<file path="config.mk">
export PLATFORM = sky130hd
export DESIGN_NAME = ipv4_frame_tx
export DESIGN_NICKNAME = d
export VERILOG_FILES = /design/src/rtl/ipv4_tx_pkg.sv /design/src/rtl/ipv4_hdr_csum.sv /design/src/rtl/ipv4_hdr_bytes.sv /design/src/rtl/ipv4_tx_skid.sv /design/src/rtl/ipv4_frame_tx.sv
export SDC_FILE = /design/constraint.sdc
export NUM_CORES = 1
export LEC_CHECK = 0
export CORE_MARGIN = 2
export CORE_UTILIZATION = 58
export CTS_CLUSTER_DIAMETER = 200
export DETAILED_ROUTE_END_ITERATION = 6
export HOLD_SLACK_MARGIN = 0.1
export PLACE_DENSITY = 0.85
export SLEW_MARGIN = 20
export SYNTH_ARGS = -nofsm -noshare
export SYNTH_HDL_FRONTEND = slang
export SYNTH_SLANG_ARGS = --single-unit
</file>
<file path="constraint.sdc">
create_clock -name clk -period 51.8 [get_ports clk]
set_input_delay 12.95 -clock clk [delete_from_list [all_inputs] [get_ports clk]]
set_output_delay 12.95 -clock clk [all_outputs]
set_load 0.1 [all_outputs]
</file>
<file path="src/rtl/ipv4_tx_pkg.sv">
package ipv4_tx_pkg;

    localparam int HDR_BYTES = 20;
    localparam int HDR_WORDS = HDR_BYTES / 2;
    localparam int IMG_W     = HDR_BYTES * 8;
    localparam int CSUM_WORD = 5;

    localparam logic [15:0] ETYPE_IPV4 = 16'h0800;
    localparam logic [3:0]  IP_VER     = 4'd4;
    localparam logic [3:0]  IP_IHL     = 4'd5;

    typedef struct packed {
        logic [5:0]  dscp;
        logic [1:0]  ecn;
        logic [15:0] tot_len;
        logic [15:0] ident;
        logic [2:0]  flags;
        logic [12:0] frag_off;
        logic [7:0]  ttl;
        logic [7:0]  proto;
        logic [31:0] src_ip;
        logic [31:0] dst_ip;
    } ip_fields_t;

    typedef enum logic [2:0] {
        ST_IDLE,
        ST_SUM,
        ST_HDR,
        ST_PAY,
        ST_DRAIN,
        ST_FLUSH
    } tx_state_t;

    // Header image, first transmitted byte in the top bits.
    function automatic logic [IMG_W-1:0] hdr_image(ip_fields_t f, logic [15:0] csum);
        return {IP_VER, IP_IHL, f.dscp, f.ecn, f.tot_len, f.ident,
                f.flags, f.frag_off, f.ttl, f.proto, csum,
                f.src_ip, f.dst_ip};
    endfunction

    // Ones'-complement addition with the carry wrapped back in.
    function automatic logic [15:0] ones_add(logic [15:0] a, logic [15:0] b);
        logic [16:0] t;
        t = {1'b0, a} + {1'b0, b};
        return t[15:0] + {15'd0, t[16]};
    endfunction

endpackage

</file>
<file path="src/rtl/ipv4_hdr_csum.sv">
module ipv4_hdr_csum
    import ipv4_tx_pkg::*;
(
    input  ip_fields_t  fields_i,
    output logic [15:0] csum_o
);

    logic [IMG_W-1:0] img;
    logic [15:0]      words [HDR_WORDS];
    logic [15:0]      acc;

    assign img = hdr_image(fields_i, 16'h0000);

    for (genvar g = 0; g < HDR_WORDS; g++) begin : g_word
        assign words[g] = img[IMG_W-1-16*g -: 16];
    end

    always_comb begin
        acc = 16'h0000;
        for (int i = 0; i < HDR_WORDS; i++) begin
            acc = ones_add(acc, words[i]);
        end
        csum_o = ~acc;
    end

endmodule

</file>
<file path="src/rtl/ipv4_hdr_bytes.sv">
module ipv4_hdr_bytes
    import ipv4_tx_pkg::*;
#(
    parameter int IDX_W = $clog2(HDR_BYTES)
) (
    input  ip_fields_t       fields_i,
    input  logic [15:0]      csum_i,
    input  logic [IDX_W-1:0] idx_i,
    output logic [7:0]       byte_o
);

    logic [IMG_W-1:0] img;
    logic [7:0]       bytes [HDR_BYTES];

    assign img = hdr_image(fields_i, csum_i);

    for (genvar g = 0; g < HDR_BYTES; g++) begin : g_byte
        assign bytes[g] = img[IMG_W-1-8*g -: 8];
    end

    always_comb begin
        if (int'(idx_i) < HDR_BYTES) begin
            byte_o = bytes[idx_i];
        end else begin
            byte_o = 8'h00;
        end
    end

endmodule

</file>
<file path="src/rtl/ipv4_tx_skid.sv">
module ipv4_tx_skid #(
    parameter int W = 10
) (
    input  logic         clk,
    input  logic         rst_n,
    input  logic [W-1:0] in_data,
    input  logic         in_vld,
    output logic         in_rdy,
    output logic [W-1:0] out_data,
    output logic         out_vld,
    input  logic         out_rdy
);

    logic [W-1:0] main_q, side_q;
    logic         main_vld_q, side_vld_q;
    logic         in_fire, out_fire;

    assign in_rdy   = !side_vld_q;
    assign in_fire  = in_vld && in_rdy;
    assign out_fire = main_vld_q && out_rdy;
    assign out_data = main_q;
    assign out_vld  = main_vld_q;

    always_ff @(posedge clk) begin
        if (!rst_n) begin
            main_q     <= '0;
            side_q     <= '0;
            main_vld_q <= 1'b0;
            side_vld_q <= 1'b0;
        end else if (out_fire || !main_vld_q) begin
            if (side_vld_q) begin
                main_q     <= side_q;
                main_vld_q <= 1'b1;
                side_vld_q <= 1'b0;
            end else if (in_fire) begin
                main_q     <= in_data;
                main_vld_q <= 1'b1;
            end else begin
                main_vld_q <= 1'b0;
            end
        end else if (in_fire) begin
            side_q     <= in_data;
            side_vld_q <= 1'b1;
        end
    end

endmodule

</file>
<file path="src/rtl/ipv4_frame_tx.sv">
module ipv4_frame_tx
    import ipv4_tx_pkg::*;
#(
    parameter int MAC_W = 48
) (
    input  logic             clk,
    input  logic             rst_n,
    input  logic             hdr_vld_i,
    output logic             hdr_rdy_o,
    input  logic [MAC_W-1:0] dst_mac_i,
    input  logic [MAC_W-1:0] src_mac_i,
    input  logic [5:0]       dscp_i,
    input  logic [1:0]       ecn_i,
    input  logic [15:0]      tot_len_i,
    input  logic [15:0]      ident_i,
    input  logic [2:0]       flags_i,
    input  logic [12:0]      frag_off_i,
    input  logic [7:0]       ttl_i,
    input  logic [7:0]       proto_i,
    input  logic [31:0]      src_ip_i,
    input  logic [31:0]      dst_ip_i,
    input  logic [7:0]       pl_data_i,
    input  logic             pl_vld_i,
    output logic             pl_rdy_o,
    input  logic             pl_last_i,
    input  logic             pl_err_i,
    output logic             eth_vld_o,
    input  logic             eth_rdy_i,
    output logic [MAC_W-1:0] eth_dst_o,
    output logic [MAC_W-1:0] eth_src_o,
    output logic [15:0]      eth_type_o,
    output logic [7:0]       tx_data_o,
    output logic             tx_vld_o,
    input  logic             tx_rdy_i,
    output logic             tx_last_o,
    output logic             tx_err_o,
    output logic             busy_o,
    output logic             err_short_o,
    output logic             err_long_o
);

    localparam int          IDX_W    = $clog2(HDR_BYTES);
    localparam int          OUT_W    = 10;
    localparam logic [15:0] LAST_HDR = 16'(HDR_BYTES - 1);

    tx_state_t        state_q, state_d;
    ip_fields_t       fld_q, fld_in;
    logic [15:0]      csum_q, csum_w, pos_q, pos_inc;
    logic [7:0]       hdr_byte;
    logic             eth_vld_q;
    logic [MAC_W-1:0] eth_dst_q, eth_src_q;
    logic             err_short_q, err_short_d, err_long_q, err_long_d;
    logic             accept, pay_fire, len_hit, short_end, pos_step;

    logic             int_vld, int_rdy, int_last, int_err, pl_rdy_c;
    logic [7:0]       int_data;
    logic [OUT_W-1:0] skid_out;

    assign fld_in = '{dscp: dscp_i, ecn: ecn_i, tot_len: tot_len_i,
                      ident: ident_i, flags: flags_i, frag_off: frag_off_i,
                      ttl: ttl_i, proto: proto_i, src_ip: src_ip_i,
                      dst_ip: dst_ip_i};

    assign hdr_rdy_o = (state_q == ST_IDLE);
    assign busy_o    = (state_q != ST_IDLE);
    assign accept    = hdr_vld_i && (state_q == ST_IDLE);
    assign pos_inc   = pos_q + 16'd1;
    assign len_hit   = (pos_inc >= fld_q.tot_len);
    assign short_end = (pos_inc < fld_q.tot_len);
    assign pay_fire  = (state_q == ST_PAY) && pl_vld_i && int_rdy;
    assign pos_step  = ((state_q == ST_HDR) && int_rdy) || pay_fire;

    ipv4_hdr_csum u_csum (
        .fields_i (fld_q),
        .csum_o   (csum_w)
    );

    ipv4_hdr_bytes #(.IDX_W(IDX_W)) u_bytes (
        .fields_i (fld_q),
        .csum_i   (csum_q),
        .idx_i    (pos_q[IDX_W-1:0]),
        .byte_o   (hdr_byte)
    );

    ipv4_tx_skid #(.W(OUT_W)) u_skid (
        .clk      (clk),
        .rst_n    (rst_n),
        .in_data  ({int_err, int_last, int_data}),
        .in_vld   (int_vld),
        .in_rdy   (int_rdy),
        .out_data (skid_out),
        .out_vld  (tx_vld_o),
        .out_rdy  (tx_rdy_i)
    );

    assign tx_err_o  = skid_out[9];
    assign tx_last_o = skid_out[8];
    assign tx_data_o = skid_out[7:0];

    // State register.
    always_ff @(posedge clk) begin
        if (!rst_n) begin
            state_q <= ST_IDLE;
        end else begin
            state_q <= state_d;
        end
    end

    // Next state and stream outputs.
    always_comb begin
        state_d     = state_q;
        int_vld     = 1'b0;
        int_data    = 8'h00;
        int_last    = 1'b0;
        int_err     = 1'b0;
        pl_rdy_c    = 1'b0;
        err_short_d = 1'b0;
        err_long_d  = 1'b0;
        unique case (state_q)
            ST_IDLE: begin
                if (hdr_vld_i) state_d = ST_SUM;
            end
            ST_SUM: begin
                state_d = ST_HDR;
            end
            ST_HDR: begin
                int_vld  = 1'b1;
                int_data = hdr_byte;
                if (int_rdy && pos_q == LAST_HDR) state_d = ST_PAY;
            end
            ST_PAY: begin
                pl_rdy_c = int_rdy;
                int_vld  = pl_vld_i;
                int_data = pl_data_i;
                int_last = pl_last_i;
                int_err  = pl_err_i;
                if (pay_fire) begin
                    if (pl_last_i) begin
                        if (short_end) begin
                            int_err     = 1'b1;
                            err_short_d = 1'b1;
                        end
                        state_d = ST_FLUSH;
                    end else if (len_hit) begin
                        int_last   = 1'b1;
                        err_long_d = 1'b1;
                        state_d    = ST_DRAIN;
                    end
                end
            end
            ST_DRAIN: begin
                pl_rdy_c = 1'b1;
                if (pl_vld_i && pl_last_i) state_d = ST_FLUSH;
            end
            ST_FLUSH: begin
                if (!tx_vld_o && !eth_vld_q) state_d = ST_IDLE;
            end
            default: state_d = ST_IDLE;
        endcase
    end

    assign pl_rdy_o = pl_rdy_c;

    // Datapath registers.
    always_ff @(posedge clk) begin
        if (!rst_n) begin
            fld_q       <= '0;
            csum_q      <= '0;
            pos_q       <= '0;
            eth_vld_q   <= 1'b0;
            eth_dst_q   <= '0;
            eth_src_q   <= '0;
            err_short_q <= 1'b0;
            err_long_q  <= 1'b0;
        end else begin
            err_short_q <= err_short_d;
            err_long_q  <= err_long_d;
            if (accept) begin
                fld_q     <= fld_in;
                eth_dst_q <= dst_mac_i;
                eth_src_q <= src_mac_i;
                eth_vld_q <= 1'b1;
                pos_q     <= '0;
            end else begin
                if (eth_vld_q && eth_rdy_i) eth_vld_q <= 1'b0;
                if (pos_step) pos_q <= pos_inc;
            end
            if (state_q == ST_SUM) csum_q <= csum_w;
        end
    end

    assign eth_vld_o   = eth_vld_q;
    assign eth_dst_o   = eth_dst_q;
    assign eth_src_o   = eth_src_q;
    assign eth_type_o  = ETYPE_IPV4;
    assign err_short_o = err_short_q;
    assign err_long_o  = err_long_q;

endmodule

</file>
==> results of run 1 <==
kinds of logic (layout without fill, tap and decap cells):
logic type,after synthesis,after routing
AND/OR/NAND/NOR,986,986
adder cells (fa/ha/maj),161,161
other,2,18
flip-flops,292,292
buffers and inverters,196,482
XOR/XNOR,217,217
AO/OA/AOI/OAI,666,666
multiplexers,59,59
metrics by stage:
| step | hold slack (ns) | setup WS [ns] |
|---|---|---|
| after floorplan | 0.438 | 31.21 |
| after global placement | 0.452 | 29.56 |
| after detailed placement | 0.458 | 28.70 |
| after CTS | 0.466 | 28.59 |
| after global routing | 0.490 | 26.12 |
| final | 0.463 | 28.19 |
worst paths after layout:
check / start / to / slack [ns] / depth (start not counted)
max: fld_q[112] / csum_q[15] / 28.19 / 116
min: eth_src_o[27] / eth_src_o[27] / 0.46 / 2
max reg2reg: fld_q[112] / csum_q[15] / 28.19 / 116
min reg2reg: eth_src_o[27] / eth_src_o[27] / 0.46 / 2
flip-flops by register name (all words and copies together) (netlist names):
register           cells
eth_vld_o              1
state_q                3
u_skid.out_data       10
csum_q                16
u_skid.out_vld         1
u_skid.side_q         10
fld_q                136
u_skid.side_vld_q      1
err_short_o            1
err_long_o             1
eth_src_o             48
eth_dst_o             48
pos_q                 16
cells in the final DEF, fill, tap and decap left out, drive strengths merged, types with 22 or more instances in the layout:
master         instances
a211oi                25
a21boi               244
a21o                  58
a21oi                107
and2                  26
and3                  30
clkbuf                42
clkdlybuf4s50        359
dfxtp                292
ha                   153
inv                   56
mux4                  37
nand2                592
nand3                 44
nand4                 28
nor2                 117
nor2b                 22
nor3                  36
o21ai                 95
xnor2                150
xor2                  66
synthesized netlist by cell type (11+ instances only):
cell type,count
nor2_1,117
a21o_1,58
nor3_1,35
xnor2_1,150
a21oi_1,107
mux2i_1,17
nor2b_1,22
a31oi_1,11
inv_1,54
and3_1,30
nor4_1,14
and2_1,25
nand2_1,592
xor2_1,66
clkbuf_1,113
o21ai_0,88
o21a_1,20
buf_4,16
nand2b_1,18
nand4_1,28
dfxtp_1,292
nand3_1,44
ha_1,153
a21boi_0,243
a211oi_1,24
mux4_2,37
area by class of cell:
| class | count | area share |
|---|---|---|
| antenna | 2 | 0.000196 |
| clock buffer | 42 | 0.0351 |
| clock inverter | 15 | 0.00725 |
| inverter | 56 | 0.00824 |
| multi-input combinational | 2105 | 0.554 |
| sequential | 292 | 0.229 |
| tap | 461 | 0.0226 |
| timing repair buffer | 369 | 0.144 |
power breakdown:
part / switching [mW] / internal (mW) / total (mW)
clock: 0.0961 / 0.141 / 0.237
sequential: 0.0248 / 0.249 / 0.274
combinational: 0.741 / 0.459 / 1.20
worst register-to-register path: cells and delay by family (launching register included):
kind,cells,cell delay [ns]
compound gates,40,7.56
xor+xnor,7,1.12
fa+ha+maj,21,5.29
buf+inv,2,0.22
flops,1,0.40
mux,1,0.10
simple gates,45,8.80
per-layer routing:
metal	wire length, microns	share of wire
met1	27000	0.42
met2	30300	0.47
met3	3950	0.062
met4	2490	0.039
met5	0	0
==> key figures, run 1 <==
Clock tree
  • Root buffer cell: clkbuf_16
  • CTS tree: yes
  • Cts hold-fix bufs: 0
  • H-tree Lvls: 1
  • Clk pin slew, worst setup/hold paths: 0.07 ns
  • Post-CTS setup buffers: 0
  • Clk sinks: 292
  • CTS buffer count: 31
  • Clk Latency, worst-skew pair: 0.60 ns
  • Max clock buf depth: 3
  • Post-CTS sizing: 0

Yosys
  • Yosys warning count: 0
  • Adder-Cell Fraction of Synth Area: 0.100
  • Netlist cell types: 83
  • Cell taking the most area after synthesis: dfxtp_1
  • Mux share of post-synthesis cell area: 0.0512
  • Synth area leaders: dfxtp_1 (28%), nand2_1 (11%), ha_1 (9.2%)
  • Post-Syn Area: 0.0207 sq mm
  • Synth Area in XOR/XNOR: 0.0924
  • Seq/Total Area, Yosys: 0.282
  • Synth Area in Simple Gates: 0.213
  • Largest family of logic cells by synthesized area: compound AO/OA/AOI/OAI gates
  • Syn Inst Count: 2579
  • FF+latch count, synth: 292
  • FFs w/ async S/R, synth: 0
  • Post-Syn Area per Cell: 8.03 sq um
  • Top_reg_cell synth: dfxtp_1
  • Yosys top cell area share: 0.282
  • Synth Area in Compound Gates: 0.222
  • EDFF count, synth: 0

Hold path
  • Hold crit path type: reg2reg

Critical path
  • CP Buf/Inv Count: 2
  • Critical-path top delay cell: nor4bb_1
  • Critical path's top delay family: simple AND/OR/NAND/NOR gates
  • Slowest cell delay on critical path: 0.63 ns
  • CP Launch Type: flop
  • Crit-path most repeated cell: ha_1
  • CP required: 52.31 ns
  • CP Capture Type: flop
  • WS Path Type: reg2reg
  • Critical path arrival: 24.12 ns
  • Critical Path Fanout Max: 9

Global route
  • GRT overflow: 0
  • Global route hottest layer: met2
  • Met2 usage: 0.552
  • Grt met3 use: 0.0420
  • Vias in the first global route: approximately 19000
  • Gr usage total: 0.326
  • GR Util met1: 0.426
  • First-pass GRT wire length: ~97 mm
  • Largest net degree at the start of global routing: 174
  • Initial antenna violation count: 2

STA
  • Fin. Hold Viols: 0
  • Setup TNS: 0 ns
  • Minimum clock period: 23.61 ns
  • Worst Max-Slew Pin Slew: ~1.1 ns
  • Max Slew Vio Count: 0
  • Tcrit/Tclk final: 0.456
  • Highest Clock Rate: approximately 0.042 GHz
  • Slew headroom: 0.292
  • RSZ-0062 raised after global routing: false
  • Final setup viols: 0
  • Clock skew: 0.00913 ns

Drt
  • Avg WL per Cell: roughly 19 microns
  • DR vias/cell: 5.95
  • Total wire length: 63.8 mm
  • Detailed-route via count: 19900
  • DRT Pass-1 Iters: 5
  • DR DRC count: 0
  • DRT antenna net count: 0
  • Iter 0 DRT Violations: ~1600

Final layout
  • Layout Utilization: 0.721
  • Footprint of the multi-input gates: 0.0141 sq mm
  • Register area: 0.00585 sq mm
  • Fin cells: 3342
  • Area grow syn2layout: 23.2%
  • Nets: 3264
  • FILL cells: 2788
  • Share of cells above drive strength 1: 0.0458
  • Design Area, Final: 0.0255 sq mm

Power and ir drop
  • Overall Power: 1.71 mW
  • Power per cell area: 67.0 mW/mm^2
  • Maximum vdd drop: approximately 44 uV
  • Leakage power: 10.2 nW

Place
  • GPL Wtd Cong: 0.984
  • Dpl cells: 3283
  • Port Buf Inserts: 360
  • Post-DP HPWL: around 49 mm
  • Dpl cell area: roughly 0.024 sq mm

Flow run
  • MaxCap Viol Count: 0

Die
  • Die X: 193 microns
  • Starting Density: 0.585
  • Placeable Area: 0.0354 sq mm
  • # IOs: 377
  • Die footprint: roughly 0.037 sq mm
  • Row cnt: 69
  • Die Y: 193 microns

Outcome
  • Status: complete, no violations
No activity file was read; power rests on OpenSTA's default activity.
==> inputs of run 2 (changes only) <==
--- a/config.mk
+++ b/config.mk
@@ -6,11 +6,11 @@
 export NUM_CORES = 1
 export LEC_CHECK = 0
 export CORE_MARGIN = 2
-export CORE_UTILIZATION = 58
+export CORE_UTILIZATION = 49
 export CTS_CLUSTER_DIAMETER = 200
 export DETAILED_ROUTE_END_ITERATION = 6
 export HOLD_SLACK_MARGIN = 0.1
-export PLACE_DENSITY = 0.85
+export PLACE_DENSITY = 0.76
 export SLEW_MARGIN = 20
 export SYNTH_ARGS = -nofsm -noshare
 export SYNTH_HDL_FRONTEND = slang
==> constraint.sdc (replaced) <==
create_clock -name clk -period 19.3 [get_ports clk]
set_input_delay 4.825 -clock clk [delete_from_list [all_inputs] [get_ports clk]]
set_output_delay 4.825 -clock clk [all_outputs]
set_load 0.1 [all_outputs]
==> run 2 against run 1 <==
Effect of this change: the flow now finishes with violations (setup timing); sequential power increased to 2.7 times the previous value; first-iteration DRC count is 22% higher; total power grew to 3.4 times the previous value; highest routed layer is now met5.
==> key figures, run 2 (same netlist as run 1, synthesis figures left out) <==
Critical path
  • Critical path arrival: 20.25 ns (-3.87 ns)
  • CP Launch Type: flop
  • WS Path Type: reg2reg
  • CP Capture Type: flop
  • Critical Path Fanout Max: 5 (-4)
  • Worst reg2reg setup slack: -0.49 ns (-28.67 ns)
  • Crit-path most repeated cell: a21o_1
  • CP required: 19.77 ns (-32.54 ns)
  • Critical-path top delay cell: or4b_4
  • Slowest cell delay on critical path: 0.58 ns (-0.05 ns)

Place
  • Post-DP HPWL: 53.1 mm (+8.2%)
  • GPL Wtd Cong: 0.961 (-2.4%)
  • Dpl cells: 3657 (+11%)
  • Dpl cell area: 0.0270 sq mm (+11%)
  • Port Buf Inserts: 360 (unchanged)
  • Setup WS pre-CTS: -0.965 ns (-29.67 ns)

Final layout
  • Layout Utilization: 0.695 (-0.0265)
  • Register name with the most flops: fld_q
  • Design Area, Final: 0.0291 sq mm (+14%)
  • Share of cells above drive strength 1: 0.186 (+0.140)
  • Fin cells: 3766 (+13%)
  • Area grow syn2layout: 40.3%
  • Ant. Diodes: 0 (-2)
  • Max reg flops: 136 (unchanged)
  • FILL cells: 3352 (+20%)
  • Most common cell after layout, fill and taps aside: nand2_1
  • Commonest non-fill, non-tap cells in the layout: nand2_1 (585), clkdlybuf4s50_1 (359), buf_4 (347)
  • Nets: 3612 (+11%)

STA
  • Fin. Hold Viols: 0 (unchanged)
  • Post-route setup slack: -0.486 ns (-28.67 ns)
  • Max Slew Vio Count: 0 (unchanged)
  • Worst Max-Slew Pin Slew: 1.06 ns (-0.000140 ns)
  • Tcrit/Tclk final: 1.03 (+0.569)
  • Clock skew: 0.0385 ns (+0.0293 ns)
  • WHS: 0.455 ns (-0.00828 ns)
  • Final setup viols: 15 (+15)
  • Slew headroom: 0.292 (-0.000301)
  • Minimum clock period: 19.79 ns (-3.83 ns)
  • Highest Clock Rate: 0.0505 GHz (+19%)
  • Setup TNS: -4.91 ns (-4.91 ns)
  • RSZ-0062 raised after global routing: true

Die
  • # IOs: 377 (unchanged)
  • Die Y: 210 microns (+8.6%)
  • Starting Density: 0.495 (-0.0903)
  • Row cnt: 75 (+8.7%)
  • Placeable Area: 0.0419 sq mm (+18%)
  • Die X: 210 microns (+8.6%)
  • Die footprint: 0.0439 sq mm (+18%)

Drt
  • DR DRC count: 0 (unchanged)
  • DRT Pass-1 Iters: 6 (+1)
  • DR vias/cell: 5.61 (-5.7%)
  • Iter 0 DRT Violations: 1920 (+22%)
  • DRT antenna net count: 0 (unchanged)
  • Avg WL per Cell: 18.4 microns (-3.6%)
  • Total wire length: 69.3 mm (+8.7%)
  • Detailed-route via count: 21100 (+6.3%)

Clock tree
  • Root buffer cell: clkbuf_16
  • Cts hold-fix bufs: 0 (unchanged)
  • Clk Latency, worst-skew pair: 0.58 ns (-0.02 ns)
  • CTS buffer count: 35 (+13%)
  • H-tree Lvls: 2 (+1)
  • Max clock buf depth: 3 (unchanged)
  • Clk sinks: 292 (unchanged)
  • CTS tree: yes
  • Clk pin slew, worst setup/hold paths: 0.07 ns (about the same)

Global route
  • Initial antenna violation count: 1 (-1)
  • GRT overflow: 0 (unchanged)
  • Largest net degree at the start of global routing: 196 (+13%)
  • Gr usage total: 0.306 (-0.0200)
  • Vias in the first global route: 20900 (+12%)
  • First-pass GRT wire length: 109 mm (+12%)

Power and ir drop
  • Overall Power: 5.76 mW (+240%)
  • Maximum vdd drop: 144 uV (+230%)
  • Power per cell area: 198 mW/mm^2 (+200%)
  • Leakage power: 12.1 nW (+18%)

Hold path
  • Hold crit path type: reg2reg

Outcome
  • Failing checks: setup timing
  • Status: complete, but fails checks

Flow run
  • MaxCap Viol Count: 0 (unchanged)
==> run 2: changes by cell type in the layout (fill, tap and decap cells not counted), sizes merged <==
cell | previous run | this run
buf | 10 | 353
clkbuf | 42 | 50
clkinv | 10 | 6
bufinv | 4 | 2
clkinvlp | 1 | 3
diode | 2 | 0
inv | 56 | 57
==> run 2: metal layers <==
| metal | share of wire | vias up | track usage |
|---|---|---|---|
| li1 | - | 10300 | - |
| met1 | 0.43 | 10000 | 0.392 |
| met2 | 0.48 | 702 | 0.527 |
| met3 | 0.054 | 180 | 0.0420 |
| met4 | 0.038 | 2 | 0.113 |
| met5 | 0.00019 | - | 0 |
==> run 2: what timing repair did <==
action                     in CTS  in global routing
buffers inserted               29                 19
gates resized for setup        57                 61
setup endpoints to repair      16                 16
pin swaps                      86                 70
==> run 2: worst max-delay path: cells and delay by family (launching register included) <==
family,cells,cell delay [ns]
buffers and inverters,10,1.24
AO/OA/AOI/OAI,39,5.12
adder cells (fa/ha/maj),21,4.69
XOR/XNOR,8,1.10
AND/OR/NAND/NOR,47,7.12
flip-flops,1,0.35
==> run 2: cell type report <==
cell class,instances,area [sq um],area share
multi-input combinational,2105,14900,0.513
timing repair buffer,713,6280,0.216
sequential,292,5850,0.201
clock buffer,49,978,0.0337
tap,539,674,0.0232
inverter,56,213,0.00732
clock inverter,12,151,0.00521
==> run 2: path summary, 6_finish.rpt <==
path	startpoint	cells past startpoint	to
setup / recovery	fld_q[112]	125	csum_q[5]
hold / removal	csum_q[1]	2	csum_q[1]
setup reg to reg	fld_q[112]	125	csum_q[5]
hold reg to reg	csum_q[1]	2	csum_q[1]
==> run 2: where the power goes <==
part	internal (mW)	total, mW	switching, mW
Clock	0.385	0.665	0.280
Combinational	1.99	4.37	2.38
Sequential	0.670	0.734	0.0648
